`src/rtl/clk_strobe_pkg.sv`:
```
package clk_strobe_pkg;

  function automatic int unsigned max2(input int unsigned a, input int unsigned b);
    return (a > b) ? a : b;
  endfunction

  // nonlinear SPI divisor code table
  function automatic int unsigned spi_code_ratio(input logic [1:0] code);
    case (code)
      2'd0:    return 32;
      2'd1:    return 8;
      2'd2:    return 2;
      default: return 1;
    endcase
  endfunction

endpackage

```
`src/rtl/strobe_div.sv`:
```
module strobe_div #(
  parameter int unsigned W = 10
) (
  input  logic         clk,
  input  logic         rst_n,
  input  logic         adv,       // advance the count this cycle
  input  logic         hold_clr,  // restart forced by an upstream counter
  input  logic [W-1:0] div,       // divisor, 1 or more
  output logic         stb,
  output logic         restart    // brought out for the chained counters and checks
);
  localparam logic [W-1:0] ONE = W'(1);

  logic [W-1:0] cnt;
  logic [W-1:0] div_q;
  logic         at_end;

  assign restart = (div != div_q) | hold_clr;
  assign at_end  = (cnt == div_q - ONE);
  assign stb     = adv & at_end & ~restart;

  always_ff @(posedge clk) begin
    if (!rst_n) begin
      cnt   <= '0;
      div_q <= ONE;
    end else begin
      div_q <= div;
      if (restart)  cnt <= '0;
      else if (adv) cnt <= at_end ? '0 : cnt + ONE;
    end
  end

  // a divisor above one never gives two strobes in a row
  a_r8_single_pulse: assert property (@(posedge clk) disable iff (!rst_n)
    (stb && div_q > ONE) |=> !stb);

  // the cycle after a restart carries no strobe unless the new divisor is one
  a_r9_no_early_pulse: assert property (@(posedge clk) disable iff (!rst_n)
    ($past(restart) && div_q > ONE) |-> !stb);

endmodule

```
`src/rtl/clk_strobe_gen.sv`:
```
module clk_strobe_gen #(
  parameter int unsigned EXT_TMR_RUN    = 24,
  parameter int unsigned EXT_TMR_STBY   = 26,
  parameter int unsigned EXT_PWM        = 128,
  parameter int unsigned EXT_SPI        = 96,
  parameter int unsigned PLL_TMR        = 144,
  parameter int unsigned PLL_PWM        = 768,
  parameter int unsigned PLL_SPI        = 576,
  parameter int unsigned UART_RATIO     = 10,
  parameter int unsigned MULT_LO        = 10,
  parameter int unsigned MULT_HI        = 50,
  parameter int unsigned BUS_MULT_LIMIT = 20
) (
  input  logic        clk,
  input  logic        rst_n,
  input  logic        ext_mode,
  input  logic        osc_stby,
  input  logic [1:0]  spi_code,
  input  logic [31:0] pll_word,
  output logic        tmr_stb,
  output logic        pwm_stb,
  output logic        spi_ref_stb,
  output logic        spi_bit_stb,
  output logic        uart_stb,
  output logic [7:0]  rd_mult,
  output logic        rd_valid
);
  import clk_strobe_pkg::*;

  localparam int unsigned BIG = max2(max2(max2(EXT_TMR_STBY, EXT_TMR_RUN), max2(EXT_PWM, EXT_SPI)),
                                     max2(max2(PLL_TMR, PLL_PWM), max2(PLL_SPI, max2(UART_RATIO, 32))));
  localparam int unsigned CW    = $clog2(BIG + 1);
  localparam int unsigned NROOT = 4;  // bus, timer, pwm, spi reference
  localparam int unsigned I_BUS = 0;
  localparam int unsigned I_TMR = 1;
  localparam int unsigned I_PWM = 2;
  localparam int unsigned I_SPI = 3;

  function automatic logic mult_legal(input logic [7:0] m);
    return (m >= 8'(MULT_LO)) && (m <= 8'(MULT_HI));
  endfunction

  function automatic logic [CW-1:0] tmr_ratio(input logic ext, input logic stby);
    if (!ext) return CW'(PLL_TMR);
    return stby ? CW'(EXT_TMR_STBY) : CW'(EXT_TMR_RUN);
  endfunction

  logic [7:0]    mult;
  logic          mult_ok;
  logic          bus_half;  // PLL running above the bus threshold
  logic [CW-1:0] root_div  [NROOT];
  logic          root_stb  [NROOT];
  logic          root_rst  [NROOT];
  logic          bit_rst;
  logic          uart_rst;
  logic          bus_stb;

  assign mult     = pll_word[31:24];
  assign mult_ok  = mult_legal(mult);
  assign bus_half = !ext_mode && mult_ok && (mult > 8'(BUS_MULT_LIMIT));

  assign root_div[I_BUS] = bus_half ? CW'(2) : CW'(1);
  assign root_div[I_TMR] = tmr_ratio(ext_mode, osc_stby);
  assign root_div[I_PWM] = ext_mode ? CW'(EXT_PWM) : CW'(PLL_PWM);
  assign root_div[I_SPI] = ext_mode ? CW'(EXT_SPI) : CW'(PLL_SPI);

  for (genvar g = 0; g < NROOT; g++) begin : g_root
    strobe_div #(.W(CW)) u_div (
      .clk      (clk),
      .rst_n    (rst_n),
      .adv      (1'b1),
      .hold_clr (1'b0),
      .div      (root_div[g]),
      .stb      (root_stb[g]),
      .restart  (root_rst[g])
    );
  end

  assign bus_stb     = root_stb[I_BUS];
  assign tmr_stb     = root_stb[I_TMR];
  assign pwm_stb     = root_stb[I_PWM];
  assign spi_ref_stb = root_stb[I_SPI];

  strobe_div #(.W(CW)) u_spi_bit (
    .clk      (clk),
    .rst_n    (rst_n),
    .adv      (root_stb[I_SPI]),
    .hold_clr (root_rst[I_SPI]),
    .div      (CW'(spi_code_ratio(spi_code))),
    .stb      (spi_bit_stb),
    .restart  (bit_rst)
  );

  strobe_div #(.W(CW)) u_uart (
    .clk      (clk),
    .rst_n    (rst_n),
    .adv      (bus_stb),
    .hold_clr (root_rst[I_BUS]),
    .div      (CW'(UART_RATIO)),
    .stb      (uart_stb),
    .restart  (uart_rst)
  );

  always_ff @(posedge clk) begin
    if (!rst_n) begin
      rd_mult  <= '0;
      rd_valid <= 1'b0;
    end else begin
      rd_mult  <= mult;
      rd_valid <= mult_ok;
    end
  end

  // a reported legal flag always comes with an in-range multiplier
  a_r2_valid_range: assert property (@(posedge clk) disable iff (!rst_n)
    rd_valid |-> (rd_mult >= 8'(MULT_LO) && rd_mult <= 8'(MULT_HI)));

  // a bit strobe only ever rides on a reference strobe
  a_r6_bit_on_ref: assert property (@(posedge clk) disable iff (!rst_n)
    spi_bit_stb |-> spi_ref_stb);

  // the UART strobe only ever rides on a bus strobe
  a_r7_uart_on_bus: assert property (@(posedge clk) disable iff (!rst_n)
    uart_stb |-> bus_stb);

  // a settled external mode keeps the bus strobe high in every cycle
  a_r7_ext_bus_full: assert property (@(posedge clk) disable iff (!rst_n)
    (ext_mode && $past(ext_mode)) |-> bus_stb);

endmodule

```
`config.mk`:
```
export PLATFORM = sky130hd
export DESIGN_NAME = clk_strobe_gen
export DESIGN_NICKNAME = d
export VERILOG_FILES = /design/src/rtl/clk_strobe_pkg.sv /design/src/rtl/strobe_div.sv /design/src/rtl/clk_strobe_gen.sv
export SDC_FILE = /design/constraint.sdc
export NUM_CORES = 1
export LEC_CHECK = 0
export BUFFER_PORTS_ARGS = -buffer_cell sky130_fd_sc_hd__buf_2
export CAP_MARGIN = 20
export CELL_PAD_IN_SITES_DETAIL_PLACEMENT = 1
export CELL_PAD_IN_SITES_GLOBAL_PLACEMENT = 1
export CORE_MARGIN = 2
export CORE_UTILIZATION = 43
export CTS_CLUSTER_DIAMETER = 150
export CTS_CLUSTER_SIZE = 8
export DETAILED_ROUTE_END_ITERATION = 8
export GPL_ROUTABILITY_DRIVEN = 0
export PLACE_DENSITY_LB_ADDON = 0.1
export SLEW_MARGIN = 20
export SYNTH_ARGS = -nofsm -noshare
export SYNTH_HDL_FRONTEND = slang
export SYNTH_SLANG_ARGS = --single-unit
export TNS_END_PERCENT = 50
```
`constraint.sdc`:
```
create_clock -name clk -period 5.3 [get_ports clk]
set_input_delay 0.795 -clock clk [delete_from_list [all_inputs] [get_ports clk]]
set_output_delay 0.795 -clock clk [all_outputs]
set_load 0.02 [all_outputs]
```
==> run metrics <==
P_int=~840 uW; type of the most critical hold path=reg2reg; number of CTS-inserted buffers=9; crit path capture type=output port; CP Cell Sequence=buf_2, a211o_1, a311o_1, o311a_1, o21ai_2, nor2_1, buf_2; Setup CP Type=in2out; Gate power share=0.085; first-pass GRT wire length=approximately 16,000 um; total routed wirelength=slightly below 9000 um; TritonCTS clock tree=done; part of the power in the clock network=0.357; fraction of final layout cells sized beyond drive strength 1=0.116; switching share of power=0.260; mean instance size in the synthesized netlist=8.72 um^2; via count=3,309; CP required=~4.5 ns; most prevalent standard cell on the critical path=buf_2; Die Outline Area=between 10,000 and 15,000 um^2; cell accounting for the most synthesized area=dfxtp_1; clock input transition at the sequential cells of the worst setup and hold paths=roughly 0.09 ns; Remaining DRCs=0; Worst Setup Slack post-DPL=1.67 ns; core area=~9200 um^2; DRT antenna net count=0; Max VDD drop=about 0.00015 V; setup repair after global routing missed its margin=no; final worst path period share=0.683; category of the worst setup path launch point=input pin; Setup Buffers After CTS=0; worst stage delay on the critical path=between 0.5 and 0.6 ns; post-synth design cell area=a little over 4000 um^2; I/O pins=52; Layout Utilization=0.486; transition at the pin with the smallest max-transition slack=0.709 ns; worst skew pair latency=roughly 0.35 ns; number of antenna violations at the first check in global routing=0; Die X=between 100 and 150 um; detail-routed net length per standard cell=approximately 15 um; clock root buffer=clkbuf_8; count of inserted antenna diode cells=0; ranking of synthesized cells by area=dfxtp_1 (40%), xnor2_1 (8.0%), nor2_1 (7.1%), xor2_1 (5.6%), ha_1 (4.6%); max-cap check violation count=0; worst endpoint data arrival time=roughly 2.8 ns; number of buffers on the longest clock path=2; Post-Syn Instances=around 470; share of total power in sequential cells=0.557; share of synthesized area occupied by flip-flops and latches=0.404; most frequent cells after synthesis=dfxtp_1 (82), nor2_1 (77), xnor2_1 (37), nand3_1 (33), xor2_1 (26); count of buffers inserted at the top-level ports=27; total leakage power=1.62 nW; achievable frequency=approximately 280 MHz; post-detailed-route via-to-cell ratio=roughly 5.4; number of DRC markers after the initial detailed-route iteration=78; Post-synth ARST share=0; total nets after synthesis=a little over 500; fin crit period=3.62 ns; count of different cell masters after synthesis=55; power density cells=approximately 260 nW/um^2; Final Instance Area=approximately 4500 um^2; Slew Limit Fails=0; FF+latch count, synth=82; CP Max Fanout=19; setup skew after layout=roughly 0.011 ns; pin count of the biggest net entering global routing=20; Slowest cell on crit path=o21ai_2; Fin. Hold Viols=0; status=finished clean; count leader, synth=dfxtp_1; number of global-route vias before repair=approximately 3,400; Max-Slew Margin vs Limit=0.527; top flip-flop cell by instance count after synthesis=dfxtp_1; Worst Setup Slack, final=1.68 ns; # rows=35; number of detailed-route iterations in the first pass=4; number of warnings reported in the yosys synthesis log=0; nets=548; overflow left after global routing=0; total track usage=0.190; number of flops mapped to enable cells by yosys=0; count of fill cells added during filler insertion=between 1,000 and 1,500; half-perimeter wire length of the detailed placement result=roughly 6600 um; worst slack on hold paths=between 0.4 and 0.5 ns; Syn-to-layout area delta=9.98%; floorplan die height=around 100 um; Gates resized, CTS repair=0; proportion of netlist area held by the largest area contributor=0.404; H-tree lvl count=3; final-report setup violation count=0; aggregate negative setup slack=0 ns; CTS sink cnt=slightly above 80; count of hold-fix buffers inserted at cts=0; effective utilization at floorplan=0.442; Cell Area, Placed=between 4000 and 5000 um^2; power spent charging and discharging nets=a little under 300 uW
-- sequential cells by signal, summed over array words and instances, names as in the netlist --
register and cells:
u_uart.div_q 2, u_uart.cnt 10, u_spi_bit.div_q 4, rd_mult 8, g_root.u_div.cnt 40, u_spi_bit.cnt 10, rd_valid 1, g_root.u_div.div_q 7
-- logic make-up after synthesis --
family          after synthesis  synth area share
xor+xnor                     63             0.136
simple gates                221             0.287
buf+inv                      31            0.0311
fa+ha+maj                    15            0.0462
compound gates               52            0.0911
flops                        82             0.404
mux                           2           0.00493
-- layout make-up --
| type | instances | area [um^2] | share of cell area |
|---|---|---|---|
| Multi-Input combinational cell | 353 | 2300 | 0.514 |
| Sequential cell | 82 | 1640 | 0.367 |
| Timing Repair Buffer | 28 | 143 | 0.0319 |
| Clock buffer | 11 | 141 | 0.0316 |
| Tap cell | 111 | 139 | 0.0311 |
| Inverter | 21 | 78.8 | 0.0176 |
| Clock inverter | 5 | 30.0 | 0.00672 |
-- power groups by stage --
stage / combinational [mW] / clock (mW) / sequential [mW]
2_1_floorplan: 0.0696 / 0 / 0.650
3_3_place_gp: 0.0952 / 0 / 0.650
3_5_place_dp: 0.0991 / 0 / 0.651
4_1_cts: 0.0997 / 0.425 / 0.636
5_1_grt: 0.111 / 0.450 / 0.638
6_report: 0.0976 / 0.408 / 0.636
-- worst max-delay path, delay by kind of cell --
family	cells	cell delay [ns]
AOI/OAI and AO/OA	4	1.63
buffers and inverters	2	0.30
and+or+nand+nor	1	0.10
-- layout by cell type, fill, tap and decap left out, drive strengths merged, types with 2 or more instances in the layout --
cell / Yosys / layout
dfxtp: 82 / 82
nor2: 77 / 77
xnor2: 37 / 37
nand3: 33 / 33
buf: 4 / 28
xor2: 26 / 26
nand2: 24 / 24
inv: 21 / 21
o21ai: 16 / 16
ha: 15 / 15
a21oi: 15 / 15
and3: 12 / 12
and2: 11 / 11
clkbuf: 6 / 11
nand4: 10 / 10
nor4: 10 / 10
nor3: 9 / 9
or3b: 6 / 6
or3: 5 / 5
nand2b: 5 / 5
or4b: 5 / 5
or2: 4 / 4
nor2b: 3 / 3
nand3b: 3 / 3
a211oi: 3 / 3
clkinv: 0 / 3
o2111ai: 3 / 3
a2111oi: 3 / 3
mux2i: 2 / 2
o31ai: 2 / 2
clkinvlp: 0 / 2
-- layer usage --
metal  routed length (um)  up-vias  GRT usage
met4                  117        0     0.0613
met1                 4230     1606      0.237
met3                  204        7     0.0359
met5                    0        -          0
met2                 4330       33      0.331
li1                     -     1663          -
-- final timing paths --
| kind | from | to | slack [ns] | cells past startpoint |
|---|---|---|---|---|
| worst max-delay path | pll_word[25] | uart_stb | 1.68 | 7 |
| worst min register to register | g_root[2].u_div.cnt[0] | g_root[2].u_div.cnt[0] | 0.47 | 1 |
| worst max register to register | u_spi_bit.div_q[0] | u_spi_bit.cnt[3] | 2.62 | 8 |
| worst min-delay path | g_root[2].u_div.cnt[0] | g_root[2].u_div.cnt[0] | 0.47 | 1 |
-- metrics by stage --
step / instances / power [mW]
6_report: 611 / 1.14
5_1_grt: 611 / 1.20
4_1_cts: 611 / 1.16
3_5_place_dp: 595 / 0.750
3_3_place_gp: 595 / 0.746
2_1_floorplan: 466 / 0.720
(Power assumes the default switching activity.)
